$ cat src/rtl/cc_pkg.sv
// Package cc_pkg: shared types for the branch condition evaluator.
// Assumes the base condition index is bits 3:1 of the 4-bit code.
package cc_pkg;
    localparam int CODE_W = 4;
    localparam int BASE_N = 1 << (CODE_W - 1);

    // Base conditions, indexed by code bits 3:1
    typedef enum logic [CODE_W-2:0] {
        BC_OVF     = 3'd0,
        BC_CARRY   = 3'd1,
        BC_ZERO    = 3'd2,
        BC_BELOW_EQ= 3'd3,
        BC_SIGN    = 3'd4,
        BC_PARITY  = 3'd5,
        BC_LESS    = 3'd6,
        BC_LESS_EQ = 3'd7
    } base_cond_e;

    typedef struct packed {
        logic ovf;
        logic sgn;
        logic zro;
        logic par;
        logic cry;
    } flags_t;

    // Evaluate one base condition against the flags
    function automatic logic eval_base(input base_cond_e sel, input flags_t f);
        logic lt;
        lt = f.sgn ^ f.ovf;
        case (sel)
            BC_OVF:      eval_base = f.ovf;
            BC_CARRY:    eval_base = f.cry;
            BC_ZERO:     eval_base = f.zro;
            BC_BELOW_EQ: eval_base = f.cry | f.zro;
            BC_SIGN:     eval_base = f.sgn;
            BC_PARITY:   eval_base = f.par;
            BC_LESS:     eval_base = lt;
            default:     eval_base = lt | f.zro;
        endcase
    endfunction
endpackage

$ cat src/rtl/cc_base_eval.sv
// Module cc_base_eval: computes all base conditions in parallel as a vector.
// Assumes the flags are stable within the cycle; purely combinational.
module cc_base_eval
    import cc_pkg::*;
(
    input  flags_t            flags,
    output logic [BASE_N-1:0] base_vec
);
    for (genvar gi = 0; gi < BASE_N; gi++) begin : g_base
        // One evaluator per base condition
        always_comb base_vec[gi] = eval_base(base_cond_e'(gi), flags);
    end
endmodule

$ cat src/rtl/cc_sense_select.sv
// Module cc_sense_select: picks a base condition and applies the inversion bit.
// Assumes code bit 0 is the sense bit and the upper bits index base_vec.
module cc_sense_select
    import cc_pkg::*;
(
    input  logic [CODE_W-1:0] code,
    input  logic [BASE_N-1:0] base_vec,
    output logic              cond_hit
);
    // Select, then invert when bit 0 is set
    always_comb cond_hit = base_vec[code[CODE_W-1:1]] ^ code[0];
endmodule

$ cat src/rtl/cc_count_zero.sv
// Module cc_count_zero: detects an all-zero count register with a chunked
// reduction. Assumes CNT_W is a multiple of CHUNK_W.
module cc_count_zero #(
    parameter int CNT_W   = 32,
    parameter int CHUNK_W = 8
) (
    input  logic [CNT_W-1:0] count,
    output logic             is_zero
);
    localparam int N_CHUNK = CNT_W / CHUNK_W;
    logic [N_CHUNK-1:0] chunk_zero;

    for (genvar gc = 0; gc < N_CHUNK; gc++) begin : g_chunk
        // Per-chunk zero test
        always_comb chunk_zero[gc] = ~|count[gc*CHUNK_W +: CHUNK_W];
    end

    // All chunks must be zero
    always_comb is_zero = &chunk_zero;
endmodule

$ cat src/rtl/cc_branch_eval.sv
// Module cc_branch_eval: top of the branch condition evaluator. Combines the
// flag path and the count-zero path and registers the decision.
// Assumes synchronous active-low reset; one cycle of latency.
module cc_branch_eval
    import cc_pkg::*;
#(
    parameter int CNT_W   = 32,
    parameter int CHUNK_W = 8
) (
    input  logic             clk,
    input  logic             rst_n,
    input  logic [3:0]       cond_code,
    input  logic             use_count_zero,
    input  logic             flag_carry,
    input  logic             flag_parity,
    input  logic             flag_zero,
    input  logic             flag_sign,
    input  logic             flag_overflow,
    input  logic [CNT_W-1:0] count_value,
    output logic             branch_taken
);
    flags_t            flags;
    logic [BASE_N-1:0] base_vec;
    logic              flag_hit;
    logic              cnt_zero;
    logic              taken_d;

    // Pack the flag pins into the shared struct
    always_comb flags = '{ovf: flag_overflow, sgn: flag_sign, zro: flag_zero,
                          par: flag_parity, cry: flag_carry};

    cc_base_eval u_base (
        .flags    (flags),
        .base_vec (base_vec)
    );

    cc_sense_select u_sel (
        .code     (cond_code),
        .base_vec (base_vec),
        .cond_hit (flag_hit)
    );

    cc_count_zero #(.CNT_W(CNT_W), .CHUNK_W(CHUNK_W)) u_cz (
        .count   (count_value),
        .is_zero (cnt_zero)
    );

    // The count-zero test overrides the flag test
    always_comb taken_d = use_count_zero ? cnt_zero : flag_hit;

    // Output register with synchronous active-low reset
    always_ff @(posedge clk) begin
        if (!rst_n) branch_taken <= 1'b0;
        else        branch_taken <= taken_d;
    end
endmodule

$ cat config.mk
export PLATFORM = sky130hd
export DESIGN_NAME = cc_branch_eval
export DESIGN_NICKNAME = d
export VERILOG_FILES = /design/src/rtl/cc_pkg.sv /design/src/rtl/cc_base_eval.sv /design/src/rtl/cc_sense_select.sv /design/src/rtl/cc_count_zero.sv /design/src/rtl/cc_branch_eval.sv
export SDC_FILE = /design/constraint.sdc
export NUM_CORES = 1
export LEC_CHECK = 0
export ABC_CLOCK_PERIOD_IN_PS = 3000
export BUFFER_PORTS_ARGS = -buffer_cell sky130_fd_sc_hd__buf_4
export CAP_MARGIN = 20
export CORE_AREA = 5 5 42 44
export CTS_CLUSTER_SIZE = 20
export DETAILED_ROUTE_END_ITERATION = 6
export DIE_AREA = 0 0 47 49
export HOLD_SLACK_MARGIN = 0.03
export SYNTH_ARGS = -nofsm -noshare
export SYNTH_HDL_FRONTEND = slang
export SYNTH_SLANG_ARGS = --single-unit
$ cat constraint.sdc
create_clock -name clk -period 3 [get_ports clk]
set_clock_uncertainty 0.15 [all_clocks]
set_input_delay 0.6 -clock clk [delete_from_list [all_inputs] [get_ports clk]]
set_output_delay 0.6 -clock clk [all_outputs]
set_load 0.005 [all_outputs]
; ---- Word-level counts from Yosys, hierarchy flattened
; Cells that the tools add are included.
; W data, S select, Z words.
[classes]
order_cmp = 1
muxes = 3
bitwise = 4
n_reduce_logical = 9
[ops]
columns = op, n
row1 = $reduce_or A8 Y1, 4
row2 = $logic_not A1 Y1, 4
row3 = $lt A3 B4 Y1 const B, 1
row4 = $reduce_and A4 Y1, 1
row5 = $bmux W1 S3, 1
row6 = $mux W1, 2
row7 = $or A1 B1 Y1, 2
row8 = $xor A1 B1 Y1, 2
[totals]
register_bits = 1
input_bits = 44
output_inout_bits = 1
elab_cells = 18

; ---- Depth between registers and ports, before layout
; Gate-level depths: netlist of run 1.
[logic_depth]
word_depth = 6
mapped_depth = 4
mapped_depth_nobuf = 4

; ---- Hierarchy
; A second synthesis of run 1 with hierarchy kept.
[unflattened]
cells_unflattened = 29
hier_area_um2 = 244.0
[by_module_without_submodules]
columns = mod, instances, cells_each, area_per_inst_um2, seq_area_each_um2
row1 = cc_sense_select, 1, 7, 76.3, 0.0
row2 = cc_count_zero, 1, 11, 72.6, 0.0
row3 = cc_base_eval, 1, 8, 58.8, 0.0
row4 = cc_branch_eval, 1, 3, 36.3, 20.0

; ---- Worst setup path before layout of run 1
; OpenSTA, ideal clock, no wires.
[synth_timing]
kind = in2reg
startpoint = in cond_code[1]
endpoint = reg branch_taken
arrival_time_ns = 1.385
t_required_ns = 2.734
slack_ns = 1.349
cell_stages = 4
path_buffers = 0
path_cell_list = and2b_1 > o22ai_1 > or3_1 > a41o_1
[synth_between]
elab_chain_len = 4
[synth_rtl]
columns = element, line
row1 = start: declaration, cc_branch_eval.sv:12  ; input logic [3:0] cond_code,
row2 = $bmux W1 S3, cc_sense_select.sv:11  ; always_comb cond_hit = base_vec[code[CODE_W-1:1]] ^ code[0];
row3 = $mux W1 (implied by the code), cc_sense_select.sv:11
row4 = $xor A1 B1 Y1, cc_sense_select.sv:11
row5 = $mux W1, cc_branch_eval.sv:49  ; always_comb taken_d = use_count_zero ? cnt_zero : flag_hit;
row6 = end signal: assignment, cc_branch_eval.sv:54  ; else branch_taken <= taken_d;
row7 = end: declaration, cc_branch_eval.sv:20  ; output logic branch_taken
; Every way passes these cells. The select of a mux whose other input is x is not followed.
; A chain may end at the register's enable or synchronous reset.

; ---- Worst setup path after layout of run 1
; Same ends and word-level chain as after synthesis.

==> out/qor.csv, run 1 <==
metric;value;unit
Flop pwr share;20.3;%
antenna violations before repair;0;
largest net degree at the start of global routing;6;
Internal;57.6;uW
n_diodes;0;
Setup TNS;0;ns
Vias/cell;4.56;
vias in the first global route;393;
outcome;completed;
CP Data Required Time;2.73;ns
Fin. Hold Viols;0;
max FFs per register;1;
CP arrival;1.54;ns
Avg Synthesized Cell Area;7.00;um^2
chip width;47;um
switching share of power;20.3;%
HP Class;primary input to register;
Fillers;171;
Critical Path End Type;register;
Place WS;1.18;ns
most flop-heavy register;branch_taken;
router iterations before antenna repair;5;
pwr/cell area;134;nW/um^2
Clock Pin Slew Worst Setup and Hold Paths;0;ns
CP Class;primary input to register;
hold path depth;2;
Fmax achieved;553;MHz
DRC errors left;0;
routed vias;397;
Max-Cap Viols;0;
worst slew pin tran;0.339;ns
Core Util, Final;38.5;%
FF/Latch Area;20.0;um^2
placed cells;87;
drt first-iter violations;5;
Finished Cell Area;539;um^2
Gate Count Post-Synth;27;
postcts setup bufs;0;
Comb power frac;79.7;%
Post-DP HPWL;948;um
P_leak;0.000269;uW
hold buffer count at CTS;0;
Critical Path Start Type;primary input;
final period utilization;60.3;%
Post-Route WL;979;um
maximum VDD drop;0.0432;mV
RSZ-0062 raised after global routing;no;
Ports;45;
CORE AREA;1400;um^2
fraction of layout cells with a size suffix above 1;62.0;%
Multi-input gate area;165;um^2
Final Wtd Congestion;0.689;
post-CTS resize count;0;
Port-buffer cells;44;
clock power share;0;%
Area Overhead vs Synth;185;%
PnR worst setup slack;1.19;ns
YS warnings;0;
setup violators final;0;
initial core utilization;13.5;%
Psw;14.7;uW
Regs by FF count;branch_taken x1;
Mapped Area;189;um^2
GRT Total Usage;7.37;%
global route overflow;0;
register bit count reported by yosys;1;
final worst path period need;1.81;ns
Cell Count, Final, Fillers Out;87;
Rows;14;
cell area after placement;539;um^2
worst-path maximum fanout;4;
die area;2300;um^2
max-slew violation count;0;
synth unique cells;19;
first-pass GRT wire length;1370;um
sequential element share of the synthesized area;10.6;%
Synth Net Count;71;
Die Y;49;um
nets@finish;117;
relative slew slack;77.1;%
wire per inst;11.3;um
post-route ant nets;0;
==> final cells by class <==
type	instances	area share, %
inverters	1	0.696
multi-input cells	25	30.6
flip-flops and latches	1	3.71
well taps	16	3.71
repair buffers	44	61.3
==> cell families (layout without fill, tap and decap cells) <==
| group | count (synthesis) | count (layout) | share of synthesized area (%) |
|---|---|---|---|
| buf+inv | 1 | 45 | 1.98 |
| flops | 1 | 1 | 10.6 |
| mux | 1 | 1 | 5.30 |
| xor+xnor | 1 | 1 | 4.64 |
| simple gates | 19 | 19 | 61.6 |
| compound gates | 4 | 4 | 15.9 |
==> layer usage <==
layer / share of wire [%] / GRT usage (%) / vias to the layer above / routed length (um)
met3: 14 / 0.369 / 0 / 137
met1: 34 / 8.50 / 168 / 337
met5: 0 / 0 / - / 0
li1: - / - / 202 / -
met2: 51 / 14.7 / 27 / 504
met4: 0 / 0 / 0 / 0
==> critical path: stages <==
cell and delay, ns:
buf_4 0.12, and2b_1 0.18, o22ai_1 0.07, or3_1 0.34, a41o_1 0.23
==> power by group through the flow <==
stage / registers (uW) / clock network [uW] / logic [uW]
3_5_place_dp: 14.7 / 0 / 58.3
2_1_floorplan: 14.8 / 0 / 10.7
3_3_place_gp: 14.6 / 0 / 57.5
4_1_cts: 14.7 / 0 / 58.4
5_1_grt: 14.7 / 0 / 62.5
6_report: 14.6 / 0 / 57.6
==> Yosys cell counts <==
cell type  instances  area (um^2)
nor2_1             1         3.75
nand3b_1           1         7.51
dfxtp_1            1         20.0
nand3_1            1         5.00
nor4_1             6         37.5
xnor2_1            1         8.76
inv_1              1         3.75
o22ai_1            1         6.26
nor3_1             1         5.00
or3_1              1         6.26
and2b_1            1         7.51
o311ai_1           1         8.76
mux2i_1            1         10.0
nand2_1            3         11.3
nand4_1            1         6.26
nand4b_1           1         8.76
nor4b_1            2         17.5
a41o_1             1         10.0
o21ai_0            1         5.00
==> placed cells by master, fill, tap and decap left out <==
cell | Yosys | final
nor4b_1 | 2 | 2
or3_1 | 1 | 1
nand4_1 | 1 | 1
nand3b_1 | 1 | 1
o22ai_1 | 1 | 1
xnor2_1 | 1 | 1
mux2i_1 | 1 | 1
buf_4 | 0 | 44
nor3_1 | 1 | 1
inv_1 | 1 | 1
o311ai_1 | 1 | 1
nor2_1 | 1 | 1
a41o_1 | 1 | 1
o21ai_0 | 1 | 1
nand2_1 | 3 | 3
nand4b_1 | 1 | 1
and2b_1 | 1 | 1
nor4_1 | 6 | 6
dfxtp_1 | 1 | 1
nand3_1 | 1 | 1
==> path summary, 6_finish.rpt <==
check	startpoint	endpoint	slack (ns)
max	cond_code[1]	branch_taken$_SDFF_PN0_	1.19
min	rst_n	branch_taken$_SDFF_PN0_	0.71
==> through the flow <==
stage / power (uW) / hold WS (ns)
after detailed placement: 72.9 / 0.717
after global routing: 77.2 / 0.721
after CTS: 73.0 / 0.717
after floorplan: 25.5 / 0.613
final: 72.3 / 0.711
after global placement: 72.1 / 0.711
Power figures use the tool's default switching activity.
==> run 2, diff against run 1 <==
Settings changed: ABC_CLOCK_PERIOD_IN_PS 3000 to 1580.
Clock period 3 ns to 1.58 ns, I/O delays scaled along.
==> run 2 against run 1 <==
Compared with the run above:
- sequential share of layout area is the same
- combinational power increased by 91%
- sequential power grew 90%
- via count fell by 1.0%
- largest power group unchanged
==> out/qor.csv, run 2 (synthesis results as in run 1) <==
metric;value;unit;change
worst slew pin tran;0.319;ns;was 0.339 ns
vias in the first global route;405;;was 393
router iterations before antenna repair;3;;was 5
fraction of layout cells with a size suffix above 1;62.0;%;unchanged
Multi-input gate area;165;um^2;unchanged
post-CTS resize count;0;;unchanged
Ports;45;;unchanged
Clock Pin Slew Worst Setup and Hold Paths;0;ns;about the same
GRT Total Usage;7.51;%;was 7.37%
pwr/cell area;255;nW/um^2;was 134 nW/um^2
CP Data Required Time;1.31;ns;was 2.73 ns
Die Y;49;um;unchanged
worst-path maximum fanout;4;;unchanged
CP arrival;1.25;ns;was 1.54 ns
maximum VDD drop;0.0836;mV;was 0.0432 mV
Regs by FF count;branch_taken x1;;unchanged
Rows;14;;unchanged
Max-Cap Viols;0;;unchanged
drt first-iter violations;2;;was 5
wire per inst;11.2;um;was 11.3 um
Post-Route WL;971;um;was 979 um
RSZ-0062 raised after global routing;no;;unchanged
routed vias;393;;was 397
Final Wtd Congestion;0.692;;was 0.689
Fillers;168;;was 171
Finished Cell Area;539;um^2;unchanged
Worst path max stage delay;0.37;ns;was 0.34 ns
highest layer used for signal routing;met3;;unchanged
postcts setup bufs;0;;unchanged
most flop-heavy register;branch_taken;;unchanged
most frequent cells in the layout;buf_4 (44), nor4_1 (6), nand2_1 (3), nor4b_1 (2);;unchanged
Post-DP HPWL;932;um;was 948 um
hold buffer count at CTS;0;;unchanged
nets@finish;117;;unchanged
Critical Path Start Type;primary input;;unchanged
max FFs per register;1;;unchanged
setup violators final;0;;unchanged
Fmax achieved;661;MHz;
Cell Count, Final, Fillers Out;87;;unchanged
Setup TNS;0;ns;unchanged
Port-buffer cells;44;;unchanged
largest net degree at the start of global routing;6;;unchanged
Area Overhead vs Synth;185;%;unchanged
DRC errors left;0;;unchanged
post-route ant nets;0;;unchanged
FF/Latch Area;20.0;um^2;unchanged
first-pass GRT wire length;1410;um;was 1370 um
chip width;47;um;unchanged
P_leak;0.000269;uW;about the same
met2 routed WL;486;um;was 504 um
met3 wire len;131;um;was 137 um
Tot Pwr;137;uW;was 72.3 uW
cell area after placement;539;um^2;unchanged
HP Class;primary input to register;;unchanged
Critical Path End Type;register;;unchanged
CORE AREA;1400;um^2;unchanged
placed cells;87;;unchanged
antenna violations before repair;0;;unchanged
Vias/cell;4.52;;was 4.56
Final Hold Slack;0.431;ns;was 0.711 ns
die area;2300;um^2;unchanged
outcome;completed;;unchanged
Fin. Hold Viols;0;;unchanged
CP Class;primary input to register;;unchanged
CP Cell Sequence;buf_4 > and2b_1 > o22ai_1 > or3_1 > a41o_1;;unchanged
Crit-path slowest cell;or3_1;;unchanged
final worst path period need;1.51;ns;
final period utilization;95.8;%;
max-slew violation count;0;;unchanged
initial core utilization;13.5;%;unchanged
Met1 Wirelength;354;um;was 337 um
WP buf/inv;1;;unchanged
relative slew slack;78.5;%;was 77.1%
global route overflow;0;;unchanged
n_diodes;0;;unchanged
CP top delay family;simple AND/OR/NAND/NOR gates;;unchanged
commonest non-fill, non-tap cell in the layout;buf_4;;unchanged
==> run 2: cell counts in the layout (fill, tap and decap cells not counted) <==
Identical to the previous run, type by type.
==> run 2: path summary, 6_finish.rpt <==
| kind | startpoint | end | slack [ns] | cells past startpoint |
|---|---|---|---|---|
| setup / recovery | cond_code[1] | branch_taken$_SDFF_PN0_ | 0.07 | 5 |
| hold / removal | rst_n | branch_taken$_SDFF_PN0_ | 0.43 | 2 |
==> run 2: power by group <==
part	total, uW	switching [uW]	internal (uW)	leakage (uW)
Combinational	110	27.7	81.9	0.000261
Clock	0	0	0	0
Sequential	27.8	0.379	27.4	0.00000823
==> run 2: layer usage <==
layer	vias to the layer above	track usage (%)
met4	0	0
met5	-	0
met3	0	1.11
li1	202	-
met1	164	8.71
met2	27	14.5
==> run 2: stage by stage <==
stage                     utilization [%]  setup WS (ns)
after CTS                            38.5         0.0419
after floorplan                         -          0.213
final                                38.5         0.0667
after global routing                 38.5         0.0201
after global placement               38.5         0.0525
after detailed placement             38.5         0.0465
==> run 2: cell type report <==
| type | count | area share, % |
|---|---|---|
| timing repair buffer | 44 | 61.3 |
| multi-input combinational | 25 | 30.6 |
| sequential | 1 | 3.71 |
| tap | 16 | 3.71 |
| inverter | 1 | 0.696 |
